`src/rtl/bpre_pkg.sv`:
```
package bpre_pkg;
  localparam int unsigned DEF_RIPPLE = 3;

  // input cycles per output period for a ripple depth and a mode
  function automatic int unsigned period_len(int unsigned ripple, bit long_mode);
    return 2 * ((2 << ripple) + (long_mode ? 1 : 0));
  endfunction
endpackage

```
`src/rtl/bpre_front.sv`:
```
module bpre_front (
  input  logic clk,
  input  logic rst,
  output logic q,
  output logic tick
);
  always_ff @(posedge clk) begin
    if (rst) q <= 1'b0;
    else     q <= ~q;
  end

  // high in the cycle whose closing edge ends a front-stage period
  assign tick = q;
endmodule

```
`src/rtl/bpre_cell23.sv`:
```
module bpre_cell23 (
  input  logic clk,
  input  logic rst,
  input  logic adv,
  input  logic stretch,
  output logic tap,
  output logic wrap
);
  logic [1:0] cnt;
  logic [1:0] last;

  assign last = stretch ? 2'd2 : 2'd1;
  assign wrap = adv && (cnt == last);

  always_ff @(posedge clk) begin
    if (rst) begin
      cnt <= 2'd0;
      tap <= 1'b0;
    end else if (adv) begin
      cnt <= wrap ? 2'd0 : cnt + 2'd1;
      tap <= ~wrap;
    end
  end
endmodule

```
`src/rtl/bpre_ripple.sv`:
```
module bpre_ripple #(
  parameter int unsigned STAGES = 3
) (
  input  logic              clk,
  input  logic              rst,
  input  logic              adv,
  output logic [STAGES-1:0] q,
  output logic              wrap_all,
  output logic              next_full
);
  localparam logic [STAGES-1:0] FULL = {STAGES{1'b1}};
  localparam logic [STAGES-1:0] PRE  = FULL - 1'b1;

  logic [STAGES:0] carry;
  assign carry[0] = adv;

  for (genvar i = 0; i < STAGES; i++) begin : g_stage
    assign carry[i+1] = carry[i] & q[i];
    always_ff @(posedge clk) begin
      if (rst)           q[i] <= 1'b0;
      else if (carry[i]) q[i] <= ~q[i];
    end
  end

  assign wrap_all  = carry[STAGES];
  assign next_full = adv ? (q == PRE) : (q == FULL);
endmodule

```
`src/rtl/bpre_qualifier.sv`:
```
module bpre_qualifier (
  input  logic clk,
  input  logic rst,
  input  logic adv,
  input  logic band_hi,
  input  logic boundary,
  input  logic next_full,
  output logic mc,
  output logic sel_long
);
  always_ff @(posedge clk) begin
    if (rst)           sel_long <= ~band_hi;
    else if (boundary) sel_long <= ~band_hi;
  end

  // updated only on front-stage ticks: pipelined modulus decision
  always_ff @(posedge clk) begin
    if (rst)      mc <= 1'b0;
    else if (adv) mc <= sel_long & next_full;
  end
endmodule

```
`src/rtl/band_prescaler.sv`:
```
module band_prescaler #(
  parameter int unsigned RIPPLE = bpre_pkg::DEF_RIPPLE
) (
  input  logic            clk,
  input  logic            rst,
  input  logic            band_hi,
  output logic [RIPPLE+1:0] tap_o,
  output logic            mc_o
);
  logic              q_front, tick_front;
  logic              tap_mid, wrap_mid;
  logic [RIPPLE-1:0] q_rip;
  logic              boundary, next_full;
  logic              mc, sel_long;

  bpre_front u_front (
    .clk(clk), .rst(rst), .q(q_front), .tick(tick_front)
  );

  bpre_cell23 u_mid (
    .clk(clk), .rst(rst), .adv(tick_front), .stretch(mc),
    .tap(tap_mid), .wrap(wrap_mid)
  );

  bpre_ripple #(.STAGES(RIPPLE)) u_rip (
    .clk(clk), .rst(rst), .adv(wrap_mid), .q(q_rip),
    .wrap_all(boundary), .next_full(next_full)
  );

  bpre_qualifier u_qual (
    .clk(clk), .rst(rst), .adv(tick_front), .band_hi(band_hi),
    .boundary(boundary), .next_full(next_full),
    .mc(mc), .sel_long(sel_long)
  );

  assign tap_o = {q_rip, tap_mid, q_front};
  assign mc_o  = mc;
endmodule

```
`config.mk`:
```
export PLATFORM = sky130hd
export DESIGN_NAME = band_prescaler
export DESIGN_NICKNAME = d
export VERILOG_FILES = /design/src/rtl/bpre_pkg.sv /design/src/rtl/bpre_front.sv /design/src/rtl/bpre_cell23.sv /design/src/rtl/bpre_ripple.sv /design/src/rtl/bpre_qualifier.sv /design/src/rtl/band_prescaler.sv
export SDC_FILE = /design/constraint.sdc
export NUM_CORES = 1
export LEC_CHECK = 0
export ABC_AREA = 1
export BUFFER_PORTS_ARGS = -buffer_cell sky130_fd_sc_hd__clkbuf_2
export CORE_AREA = 2 2 39 41
export DETAILED_ROUTE_END_ITERATION = 8
export DIE_AREA = 0 0 41 43
export PLACE_DENSITY = 0.61
export SLEW_MARGIN = 20
export SYNTH_ARGS = -nofsm -noshare
export SYNTH_HDL_FRONTEND = slang
export SYNTH_HIERARCHICAL = 1
export SYNTH_SLANG_ARGS = --single-unit
```
`constraint.sdc`:
```
create_clock -name clk -period 4.5 [get_ports clk]
set_clock_uncertainty 0.2 [all_clocks]
set_input_delay 0.675 -clock clk [delete_from_list [all_inputs] [get_ports clk]]
set_output_delay 0.675 -clock clk [all_outputs]
set_load 0.01 [all_outputs]
```
==> results.cfg <==
[place]
gp_congestion = 0.692
pre_cts_ws_ps = 2640
dp_hpwl_um = 556
dpl-instance-area_um2 = 443
port_buffers = 8

[grt]
grt_use_total_pct = 11.3
overflow = 0
antenna_found_initial = 0
grt_pass1_wl_um = 1270
grt_pass1_vias = 299
grt_max_degree = 7

[sta]
min_period_over_period_pct = 41.2
finalMaxSlewViolations = 0
tightestPinTransition_ps = 316
hold_violations = 0
layout_setup_ws_ps = 2650
setup_viol = 0
fin_crit_ps = 1850
rsz0062_at_grt = false
timing.fmax_mhz = 539
fin_tns_setup_ps = 0
relSlewSlack_pct = 78.8

[run]
cap_violations = 0

[setup_path]
worstPathArrival_ps = 1630
startpoint_type = flip-flop
crit_type = flip-flop to flip-flop
r2r-start = u_front/q$_SDFF_PP0_
crit_required_ps = 4270
worstPathMaxFanout = 6
crit_path_start = u_front/q$_SDFF_PP0_
endpoint_kind = flip-flop

[synthesis]
seq_area_frac_synth_pct = 46.9
synth_top_area_share_pct = 39.5
synth_top_area_cell = dfxtp_1
async_flop_share_pct = 0
ys_types = 17
ys_ff_latch = 9
synth_common_cells = 9 x inv_1, 9 x nand2_1, 8 x dfxtp_1, 8 x nor2_1, 4 x a21oi_1
synth_fp_nets = 57
syn_area_per_cell_um2 = 7.65
yosysWarnings = 6
synth_ff_type = dfxtp_1
synth_area_um2 = 405
synth-edff-count = 1
synth_area_leaders = dfxtp_1 40%, inv_1 8.3%, nand2_1 8.3%
syn_inst = 53

[routing]
routed-via-count = 337
dr_wl_met2_um = 337
met1_length_um = 372
highest_layer = met4
wl_per_cell_um = 9.58
drc_errors = 0
viasPerCell = 4.32
totalWireLength_um = 747
ant_nets = 0
dr_wl_met3_um = 30
drt_iter0_drc = 5
drt-pass1-iter-count = 4

[finish]
syn2layout_area_growth_pct = 15.7
final_layout_size_suffix_gt1_share_pct = 21.0
finalInstanceArea_um2 = 469
fillers = 147
diodes = 0
nets = 67

[die]
pin_count = 9
die-area_um2 = 1760
initial_core_util_pct = 29.3
core_um2 = 1380
die_width_um = 41
die_h_um = 43
row_count = 14

[clocking]
cts_tree = done
post-cts-setup-buffers = 0
htreeDepth = 1
clk_latency_ps = 260
clock_path_buffers = 2
cts_sinks = 9
ctsResizeCount = 0
cts_root_buf = clkbuf_4
cts-buffers-inserted = 3
clk_pin_slew_ps = 60
postCtsHoldBufs = 0

[power_and_ir_drop]
p_leak_uw = 0.000243
vdd_drop_max_v = 0.000117
powerDensity_nw_per_um2 = 362

[hold_path]
hp-class = flip-flop to flip-flop
holdCritStartpoint = u_mid/tap$_SDFFE_PP0P_

[status]
status = completed
## logic make-up (layout without fill, tap and decap cells)
| family | count (synthesis) | in the layout | synth area share, % |
|---|---|---|---|
| compound gates | 9 | 9 | 13.0 |
| flops | 9 | 9 | 46.9 |
| simple gates | 22 | 22 | 23.1 |
| fa+ha+maj | 1 | 1 | 3.09 |
| buf+inv | 12 | 21 | 13.9 |
## registers in the layout (all words and copies together) (netlist names)
signal           count
u_mid/tap            1
u_qual/mc            1
u_front/q            1
u_rip/q              3
u_qual/sel_long      1
u_mid/cnt            2
## final timing paths
kind	end	slack [ps]	cells after the start
setup reg to reg	u_qual/sel_long$_DFFE_PP_	2650	6
hold reg to reg	u_mid/tap$_SDFFE_PP0P_	280	2
hold / removal	u_mid/tap$_SDFFE_PP0P_	280	2
setup / recovery	u_qual/sel_long$_DFFE_PP_	2650	6
## routing by layer
layer  GRT usage, %  up-vias
met2           14.4        8
met1           15.6      144
met4           8.00        0
met5              0        -
li1               -      183
met3           3.14        2
## cells in the final DEF (no fill, tap or decap)
cell | Yosys | layout
o21ai_0 | 1 | 1
inv_1 | 9 | 9
edfxtp_1 | 1 | 1
a21oi_1 | 4 | 4
nand3_1 | 1 | 1
a211oi_1 | 1 | 1
o21bai_1 | 2 | 2
nand2_1 | 9 | 9
clkbuf_1 | 0 | 1
clkbuf_4 | 0 | 3
o21ai_1 | 1 | 1
dfxtp_1 | 8 | 8
nor3_1 | 1 | 1
ha_1 | 1 | 1
or2_1 | 1 | 1
and3_2 | 1 | 1
nor2_1 | 8 | 8
clkbuf_2 | 0 | 8
nor2_2 | 1 | 1
## critical path, cell delays in order (launching register included)
cell	delay, ps
dfxtp_1	400
inv_1	100
nor3_1	320
ha_1	280
nand3_1	110
inv_1	60
or2_1	110
## area by class of cell
class / count / area, um^2 / share of cell area [%]
clock buffer: 4 / 26.3 / 5.60
inverter: 9 / 33.8 / 7.20
multi-input combinational: 32 / 159 / 33.9
sequential: 9 / 190 / 40.5
tap: 16 / 20.0 / 4.27
timing repair buffer: 8 / 40.0 / 8.53
## stage by stage
stage / std cells / hold WS [ps] / total power, uW / util, %
final: 78 / 279 / 170 / 33.9
after floorplan: 53 / 211 / 106 / -
after global placement: 74 / 267 / 109 / 32.0
after global routing: 78 / 303 / 180 / 33.9
after CTS: 78 / 277 / 174 / 33.9
after detailed placement: 74 / 265 / 110 / 32.0
## report_power, final
part           switching [uW]  internal, uW
sequential               4.50          86.1
clock                    27.1          34.1
combinational            10.5          7.40
Note: power is estimated with default switching activity, not from simulation.
